$ cat src/rtl/t1map_pkg.sv
package t1map_pkg;
    localparam int CH_BITS       = 8;
    localparam int T1_CHANNELS   = 24;
    localparam int BP_SLOTS      = 32;
    localparam int FILL_STRIDE   = 4;
    localparam int T1_FRAME_BITS = T1_CHANNELS * CH_BITS + 1;
    localparam int BP_FRAME_BITS = BP_SLOTS * CH_BITS;
    localparam int POS_W         = $clog2(BP_FRAME_BITS);
    localparam int SLOT_W        = $clog2(BP_SLOTS);
endpackage

$ cat src/rtl/t1map_timing.sv
module t1map_timing
    import t1map_pkg::*;
#(
    parameter int MF_FRAMES = 12,
    localparam int FRM_W = $clog2(MF_FRAMES)
) (
    input  logic             clk,
    input  logic             rst_n,
    input  logic             mode_bp,
    input  logic             resync,
    output logic [POS_W-1:0] pos,
    output logic [FRM_W-1:0] frm
);
    typedef struct packed {
        logic [POS_W-1:0] pos;
        logic [FRM_W-1:0] frm;
    } tstate_t;

    localparam logic [POS_W-1:0] T1_LAST = POS_W'(T1_FRAME_BITS - 1);
    localparam logic [POS_W-1:0] BP_LAST = POS_W'(BP_FRAME_BITS - 1);
    localparam logic [FRM_W-1:0] MF_LAST = FRM_W'(MF_FRAMES - 1);

    tstate_t st_d, st_q;
    logic [POS_W-1:0] last_pos;

    always_comb begin
        st_d     = st_q;
        last_pos = mode_bp ? BP_LAST : T1_LAST;
        if (resync) begin
            st_d.pos = '0;
            st_d.frm = '0;
        end else if (st_q.pos >= last_pos) begin
            st_d.pos = '0;
            st_d.frm = (st_q.frm == MF_LAST) ? '0 : st_q.frm + 1'b1;
        end else begin
            st_d.pos = st_q.pos + 1'b1;
        end
    end

    always_ff @(posedge clk) begin
        if (!rst_n) st_q <= '0;
        else        st_q <= st_d;
    end

    assign pos = st_q.pos;
    assign frm = st_q.frm;
endmodule

$ cat src/rtl/t1map_slot_decode.sv
module t1map_slot_decode
    import t1map_pkg::*;
(
    input  logic             mode_bp,
    input  logic [POS_W-1:0] pos,
    output logic             filler,
    output logic             take_bit
);
    logic [SLOT_W-1:0] slot;
    logic              slot_is_fill;

    assign slot = SLOT_W'(pos / POS_W'(CH_BITS));

    generate
        if ((FILL_STRIDE & (FILL_STRIDE - 1)) == 0) begin : g_pow2
            assign slot_is_fill = (slot & SLOT_W'(FILL_STRIDE - 1)) == '0;
        end else begin : g_mod
            assign slot_is_fill = (slot % SLOT_W'(FILL_STRIDE)) == '0;
        end
    endgenerate

    always_comb begin
        filler   = mode_bp && slot_is_fill;
        take_bit = !filler || (pos == '0);
    end
endmodule

$ cat src/rtl/t1map_sync_gen.sv
module t1map_sync_gen
    import t1map_pkg::*;
#(
    parameter int MF_FRAMES = 12,
    localparam int FRM_W = $clog2(MF_FRAMES)
) (
    input  logic             sync_ext,
    input  logic             sync_mf,
    input  logic [POS_W-1:0] pos,
    input  logic [FRM_W-1:0] frm,
    output logic             sync_out
);
    always_comb begin
        sync_out = !sync_ext && (pos == '0) && (!sync_mf || (frm == '0));
    end
endmodule

$ cat src/rtl/t1_backplane_mapper.sv
module t1_backplane_mapper
    import t1map_pkg::*;
#(
    parameter int MF_FRAMES = 12
) (
    input  logic clk,
    input  logic rst_n,
    input  logic mode_bp,
    input  logic sync_ext,
    input  logic sync_mf,
    input  logic sync_in,
    input  logic in_bit,
    output logic rd_en,
    output logic ser_out,
    output logic blank_out,
    output logic sync_out
);
    localparam int FRM_W = $clog2(MF_FRAMES);

    logic [POS_W-1:0] pos_w;
    logic [FRM_W-1:0] frm_w;
    logic             filler_w;
    logic             take_w;
    logic             resync_w;

    assign resync_w = sync_ext && sync_in;

    t1map_timing #(.MF_FRAMES(MF_FRAMES)) i_timing (
        .clk     (clk),
        .rst_n   (rst_n),
        .mode_bp (mode_bp),
        .resync  (resync_w),
        .pos     (pos_w),
        .frm     (frm_w)
    );

    t1map_slot_decode i_decode (
        .mode_bp  (mode_bp),
        .pos      (pos_w),
        .filler   (filler_w),
        .take_bit (take_w)
    );

    t1map_sync_gen #(.MF_FRAMES(MF_FRAMES)) i_sync (
        .sync_ext (sync_ext),
        .sync_mf  (sync_mf),
        .pos      (pos_w),
        .frm      (frm_w),
        .sync_out (sync_out)
    );

    assign rd_en     = take_w;
    assign blank_out = filler_w;
    assign ser_out   = filler_w ? 1'b1 : in_bit;
endmodule

$ cat config.mk
export PLATFORM = sky130hd
export DESIGN_NAME = t1_backplane_mapper
export DESIGN_NICKNAME = d
export VERILOG_FILES = /design/src/rtl/t1map_pkg.sv /design/src/rtl/t1map_timing.sv /design/src/rtl/t1map_slot_decode.sv /design/src/rtl/t1map_sync_gen.sv /design/src/rtl/t1_backplane_mapper.sv
export SDC_FILE = /design/constraint.sdc
export NUM_CORES = 1
export LEC_CHECK = 0
export BUFFER_PORTS_ARGS = -buffer_cell sky130_fd_sc_hd__buf_2
export CORE_MARGIN = 8
export CORE_UTILIZATION = 58
export DETAILED_ROUTE_END_ITERATION = 12
export PLACE_DENSITY = 0.81
export SKIP_LAST_GASP = 1
export SYNTH_ARGS = -nofsm -noshare
export SYNTH_HDL_FRONTEND = slang
export SYNTH_HIERARCHICAL = 1
export SYNTH_SLANG_ARGS = --single-unit
export TNS_END_PERCENT = 20
$ cat constraint.sdc
create_clock -name clk -period 3.3 [get_ports clk]
set_input_delay 0.66 -clock clk [delete_from_list [all_inputs] [get_ports clk]]
set_output_delay 0.66 -clock clk [all_outputs]
set_load 0.005 [all_outputs]
==> impl_metrics.env, run 1 <==
export IMPL_outcome="completed"
export IMPL_clock_path_buffers=2
export IMPL_tightest_slew_ns=0.443
export IMPL_max_slew_margin=0.704
export IMPL_cp_required_ns=2.64
export IMPL_portBuffers=10
export IMPL_clock_sinks=12
export IMPL_max_cap_violations=0
export IMPL_synth_common_cells="dfxtp_1, ha_1, nand2_1, nor3_1, nor2_1"
export IMPL_clkTransAtPathRegs_ns=0.08
export IMPL_die_h_um=52.2
export IMPL_die_width_um=52.2
export IMPL_hold_violations=0
export IMPL_vdd_drop_max_mv=0.373
export IMPL_wl_um=1470
export IMPL_synth_most_common_cell="dfxtp_1"
export IMPL_post_cts_resize_count=0
export IMPL_finalCriticalPeriod_ns=2.17
export IMPL_synth_area_um2=762
export IMPL_dieArea_um2=2730
export IMPL_drc_errors=0
export IMPL_start_util=0.601
export IMPL_synth_top_family_by_area="simple AND/OR/NAND/NOR gates"
export IMPL_crit_type="reg -> out"
export IMPL_synthCells=88
export IMPL_critPathLaunchType="register"
export IMPL_synthArstFlopShare=0
export IMPL_yosysTopAreaCell="dfxtp_1"
export IMPL_setup_viol=0
export IMPL_avgSynthCellArea_um2=8.66
export IMPL_gp_congestion=0.762
export IMPL_grt_pass1_vias=617
export IMPL_grt_ovfl_total=0
export IMPL_synth_adder_area_share=0.131
export IMPL_ys_dominant_reg_cell="dfxtp_1"
export IMPL_postCtsHoldBufs=0
export IMPL_cts_setup_buffers=0
export IMPL_dr_total_vias=648
export IMPL_hp_start="i_timing/frm[1]$_SDFFE_PP0P_"
export IMPL_p_total_w=0.000298
export IMPL_arrival_ns=1.51
export IMPL_synth_seq_cells=12
export IMPL_hold_end="i_timing/frm[1]$_SDFFE_PP0P_"
export IMPL_synth_top_cell_area_share=0.315
export IMPL_synth_area_mux_share=0.0394
export IMPL_core_um2=1270
export IMPL_synthTopCellsByArea="dfxtp_1, ha_1, nor3_1"
export IMPL_place_hpwl_um=1140
export IMPL_critPathCaptureType="output port"
export IMPL_gr_usage_all_layers=0.119
export IMPL_antenna_found_initial=0
export IMPL_drtIter0Drc=9
export IMPL_crit_fanout=7
export IMPL_num_nets_final=115
export IMPL_ant_nets=0
export IMPL_cts_htree_levels=1
export IMPL_regToRegSetupSlack_ns=1.56
export IMPL_hold_path_class="reg -> reg"
export IMPL_syn_nets=103
export IMPL_power_density_nw_per_um2=351
export IMPL_fmax_mhz=461
export IMPL_synth_warnings=6
export IMPL_placementRows=13
export IMPL_clock_latency_ns=0.28
export IMPL_crit_start="i_timing/pos[0]$_SDFF_PP0_"
export IMPL_hold_depth=2
export IMPL_synth_cell_types=32
export IMPL_slew_violations=0
export IMPL_drt_wirelength_per_cell_um=12.9
export IMPL_root_buffer="clkbuf_4"
export IMPL_synth_xor_area_frac=0.0690
export IMPL_grt_first_pass_wirelength_um=2530
export IMPL_area_growth_pct=11.3
export IMPL_drive_above_1_share=0.182
export IMPL_r2r_start="i_timing/pos[0]$_SDFF_PP0_"
export IMPL_fill_cells=113
export IMPL_yosys_area_share_simple=0.269
export IMPL_vias_per_cell=5.68
export IMPL_ios=11
export IMPL_leakagePower_nw=0.362
export IMPL_fin_worst_skew_ns=0.00701
export IMPL_grt_setup_unrepaired="no"
export IMPL_synth_seq_area_share=0.315
export IMPL_rr_worst_depth=6
export IMPL_diodes=0
export IMPL_multi_input_area_um2=488
export IMPL_tns_ns=0
export IMPL_r2r_end="i_timing/frm[1]$_SDFFE_PP0P_"
export IMPL_drt_first_pass_iters=4
export IMPL_synth_edf_count=0
export IMPL_grt_max_degree=9
export IMPL_synth_compound_area_share=0.131
export IMPL_finalCritPeriodShare=0.658
export IMPL_cts_tree="built"
export IMPL_regArea_um2=240
export IMPL_numCtsBuffers=3
==> worst max path at each step <==
stage / depth (start not counted) / slack, ns / to
2_1_floorplan: 7 / 1.36 / i_timing/frm[2]$_SDFFE_PP0P_
3_3_place_gp: 7 / 1.20 / i_timing/frm[2]$_SDFFE_PP0P_
3_5_place_dp: 7 / 1.12 / i_timing/frm[1]$_SDFFE_PP0P_
4_1_cts: 3 / 1.11 / rd_en
5_1_grt: 3 / 1.02 / rd_en
6_report: 3 / 1.13 / rd_en
==> state kept, by name, indices dropped and copies added (netlist names) <==
| name | flops |
|---|---|
| i_timing/frm | 4 |
| i_timing/pos | 8 |
==> cells by family (layout without fill, tap and decap cells) <==
| group | after synthesis | after routing |
|---|---|---|
| AND/OR/NAND/NOR | 39 | 39 |
| AO/OA/AOI/OAI | 13 | 13 |
| flip-flops | 12 | 12 |
| adder cells (fa/ha/maj) | 8 | 8 |
| buffers and inverters | 7 | 18 |
| XOR/XNOR | 6 | 6 |
| multiplexers | 3 | 3 |
==> power breakdown <==
part	internal (W)	total (W)	switching, W
Sequential	0.000147	0.000151	0.00000379
Combinational	0.0000156	0.0000317	0.0000161
Clock	0.0000672	0.000116	0.0000485
==> routing by layer <==
layer  vias to the layer above  routed length, um  GRT usage
li1                        340                  -          -
met1                       295                684      0.142
met2                        10                685      0.184
met3                         3                 83     0.0540
met4                         0                 19     0.0388
met5                         -                  0          0
==> area by class of cell <==
type	count	area share
tap	15	0.0221
sequential	12	0.283
timing repair buffer	10	0.0590
multi-input combinational	69	0.575
clock buffer	4	0.0428
inverter	4	0.0177
==> layout by cell type (no fill, tap or decap), drive strengths merged <==
| cell type | netlist | routed |
|---|---|---|
| a32o | 1 | 1 |
| clkbuf | 2 | 4 |
| o21a | 1 | 1 |
| nand2 | 9 | 9 |
| and2 | 1 | 1 |
| o31ai | 1 | 1 |
| o41ai | 1 | 1 |
| and4 | 2 | 2 |
| buf | 1 | 10 |
| xnor2 | 3 | 3 |
| nor2 | 5 | 5 |
| or2 | 1 | 1 |
| nor2b | 1 | 1 |
| xor2 | 3 | 3 |
| nand4 | 1 | 1 |
| nor3b | 1 | 1 |
| dfxtp | 12 | 12 |
| or4 | 1 | 1 |
| o211ai | 2 | 2 |
| nand3 | 3 | 3 |
| and3 | 3 | 3 |
| nand2b | 2 | 2 |
| a211oi | 1 | 1 |
| inv | 4 | 4 |
| o21ai | 4 | 4 |
| mux2i | 3 | 3 |
| nor3 | 8 | 8 |
| ha | 8 | 8 |
| a21oi | 2 | 2 |
| nor4 | 1 | 1 |
==> per-stage QoR <==
step | hold slack, ns | setup WS [ns] | util | instance area, um2 | instances
floorplan | 0.465 | 1.36 | - | 762 | 88
global placement | 0.478 | 1.20 | 0.640 | 812 | 110
detailed placement | 0.489 | 1.12 | 0.640 | 812 | 110
CTS | 0.499 | 1.11 | 0.669 | 848 | 114
global route | 0.542 | 1.02 | 0.669 | 848 | 114
finish | 0.497 | 1.13 | 0.669 | 848 | 114
==> worst max-delay path: stages (launching register included) <==
cell and delay [ns]:
dfxtp_1 0.37, or4_1 0.54, o31ai_2 0.18, buf_2 0.14
(Power assumes the default switching activity.)
==> run 2, diff against run 1 <==
- ABC_AREA: not set -> 1
- CORE_UTILIZATION: 58 -> 56
- PLACE_DENSITY: 0.81 -> 0.77
- clock period: 3.3 -> 2.25 ns (I/O delays scaled with it)
==> run 2 against run 1 <==
  * Via count is 19% higher
  * Combinational power up 90%
  * Sequential share of layout area fell by 5.0 points
  * Design area up 22%
  * Critical path type unchanged
  * Synthesized area grew 21%
  * Critical path depth rose by 3
  * Largest power group unchanged
  * Setup slack worse by 0.52 ns
==> impl_metrics.env, run 2 <==
export IMPL_root_buffer="clkbuf_4"
export IMPL_portBuffers=10
export IMPL_antenna_found_initial=0
export IMPL_p_total_w=0.000454
export IMPL_die_h_um=56.6
export IMPL_slew_violations=0
export IMPL_arrival_ns=1.19
export IMPL_clock_latency_ns=0.28
export IMPL_hold_path_class="reg -> reg"
export IMPL_synthTopCellsByArea="dfxtp_1, ha_1, nor2_2"
export IMPL_crit_fanout=7
export IMPL_fin_worst_skew_ns=0.00228
export IMPL_vias_per_cell=4.86
export IMPL_power_density_nw_per_um2=441
export IMPL_synth_seq_cells=12
export IMPL_place_hpwl_um=1280
export IMPL_max_cap_violations=0
export IMPL_ys_dominant_reg_cell="dfxtp_1"
export IMPL_critPathCaptureType="output port"
export IMPL_drt_first_pass_iters=4
export IMPL_avgSynthCellArea_um2=7.22
export IMPL_diodes=0
export IMPL_syn_nets=143
export IMPL_tns_ns=0
export IMPL_max_stage_delay_ns=0.50
export IMPL_clock_sinks=12
export IMPL_vdd_drop_max_mv=0.369
export IMPL_grt_ovfl_total=0
export IMPL_grt_max_degree=9
export IMPL_tightest_slew_ns=0.306
export IMPL_r2r_end="i_timing/pos[7]$_SDFF_PP0_"
export IMPL_start_util=0.607
export IMPL_crit_start="i_timing/pos[4]$_SDFF_PP0_"
export IMPL_regToRegSetupSlack_ns=0.74
export IMPL_drc_errors=0
export IMPL_fmax_mhz=612
export IMPL_cts_htree_levels=1
export IMPL_endpoint="sync_out"
export IMPL_drive_above_1_share=0.317
export IMPL_crit_slowest_cell="dfxtp_1"
export IMPL_postCtsHoldBufs=0
export IMPL_placementRows=14
export IMPL_synth_top_cell_area_share=0.260
export IMPL_cts_tree="built"
export IMPL_grt_setup_unrepaired="no"
export IMPL_clock_path_buffers=2
export IMPL_fill_cells=135
export IMPL_holdWs_ns=0.526
export IMPL_synthArstFlopShare=0
export IMPL_outcome="completed"
export IMPL_hold_violations=0
export IMPL_num_nets_final=158
export IMPL_die_width_um=56.6
export IMPL_final_common_cell="nand2_1"
export IMPL_cts_setup_buffers=0
export IMPL_grt_first_pass_wirelength_um=2970
export IMPL_drt_wirelength_per_cell_um=10.1
export IMPL_r2r_start="i_timing/pos[3]$_SDFF_PP0_"
export IMPL_finalCriticalPeriod_ns=1.64
export IMPL_grt_pass1_vias=717
export IMPL_crit_type="reg -> out"
export IMPL_synth_seq_area_share=0.260
export IMPL_ant_nets=0
export IMPL_setup_viol=0
export IMPL_synthCells=128
export IMPL_post_cts_resize_count=0
export IMPL_dr_total_vias=768
export IMPL_area_growth_pct=11.5
export IMPL_synth_edf_count=0
export IMPL_ios=11
export IMPL_finalCritPeriodShare=0.727
export IMPL_leakagePower_nw=0.520
export IMPL_gp_congestion=0.929
export IMPL_drtIter0Drc=12
export IMPL_numCtsBuffers=3
export IMPL_core_um2=1520
export IMPL_cp_required_ns=1.80
export IMPL_rr_worst_depth=8
export IMPL_critPathLaunchType="register"
export IMPL_clkTransAtPathRegs_ns=0.07
export IMPL_synth_common_cells="nand2_1, inv_1, nor2_2"
export IMPL_dieArea_um2=3210
export IMPL_wl_um=1600
export IMPL_layout_common_cells="nand2_1, inv_1, nor2_2"
export IMPL_max_slew_margin=0.796
export IMPL_synth_area_um2=925
export IMPL_synth_most_common_cell="nand2_1"
export IMPL_synth_cell_types=23
export IMPL_gr_usage_all_layers=0.111
export IMPL_largest_register_ff_count=8
export IMPL_crit_chain="inv_1 -> nand2_1 -> nor2_2 -> nand2_1 -> nor2_2 -> buf_2"
export IMPL_synth_warnings=6
export IMPL_yosysTopAreaCell="dfxtp_1"
[run 2: cell types whose count changed in the layout (fill, tap and decap cells not counted), sizes merged, moves of 3 or more]
| cell | delta |
|---|---|
| and3 | -3 |
| clkinv | +4 |
| inv | +17 |
| mux2i | -3 |
| nand2 | +19 |
| nand4 | +5 |
| nor2 | +25 |
| nor3 | -8 |
| o21ai | -3 |
[run 2: report_power, final]
group | internal (W) | leakage, nW | total, W | switching [W]
Clock | 0.0000984 | 0.0210 | 0.000173 | 0.0000747
Combinational | 0.0000265 | 0.402 | 0.0000602 | 0.0000337
Sequential | 0.000216 | 0.0971 | 0.000221 | 0.00000552
Total | 0.000340 | 0.520 | 0.000454 | 0.000114
[run 2: cell type report]
type	count	area, um2	area share
multi-input combinational	91	591	0.573
sequential	12	240	0.233
timing repair buffer	10	50.0	0.0485
clock buffer	4	36.3	0.0352
inverter	25	93.8	0.0910
tap	16	20.0	0.0194
[run 2: cell families (layout without fill, tap and decap cells)]
logic type	Yosys count	count (layout)	synth area share
AO/OA/AOI/OAI	6	6	0.0501
buffers and inverters	25	39	0.101
XOR/XNOR	6	6	0.0568
AND/OR/NAND/NOR	71	71	0.424
adder cells (fa/ha/maj)	8	8	0.108
flip-flops	12	12	0.260
[run 2: metrics by stage]
step | util | setup slack, ns | instances | area, um2
floorplan | - | 0.742 | 128 | 925
global placement | 0.653 | 0.544 | 154 | 995
detailed placement | 0.653 | 0.501 | 154 | 995
CTS | 0.677 | 0.582 | 158 | 1030
global route | 0.677 | 0.500 | 158 | 1030
finish | 0.677 | 0.615 | 158 | 1030
[run 2: worst min path at each step]
stage | to | startpoint | depth (start not counted)
final | i_timing/pos[0]$_SDFF_PP0_ | i_timing/pos[0]$_SDFF_PP0_ | 1
after global routing | i_timing/pos[0]$_SDFF_PP0_ | i_timing/pos[0]$_SDFF_PP0_ | 1
after CTS | i_timing/pos[0]$_SDFF_PP0_ | i_timing/pos[0]$_SDFF_PP0_ | 1
after detailed placement | i_timing/pos[0]$_SDFF_PP0_ | i_timing/pos[0]$_SDFF_PP0_ | 1
after global placement | i_timing/pos[0]$_SDFF_PP0_ | i_timing/pos[0]$_SDFF_PP0_ | 1
after floorplan | i_timing/pos[0]$_SDFF_PP0_ | i_timing/pos[0]$_SDFF_PP0_ | 1
[run 2: critical path: cells and delay by family (launching register included)]
kind,cells,cell delay [ns]
buffers and inverters,2,0.19
DFF,1,0.50
and+or+nand+nor,4,0.21
[run 2: per-layer routing]
layer	GRT usage	share of wire	up-vias
met5	0	0	-
met4	0.0619	0.018	0
met3	0.0337	0.055	4
met2	0.160	0.43	15
met1	0.142	0.50	328
li1	-	-	421
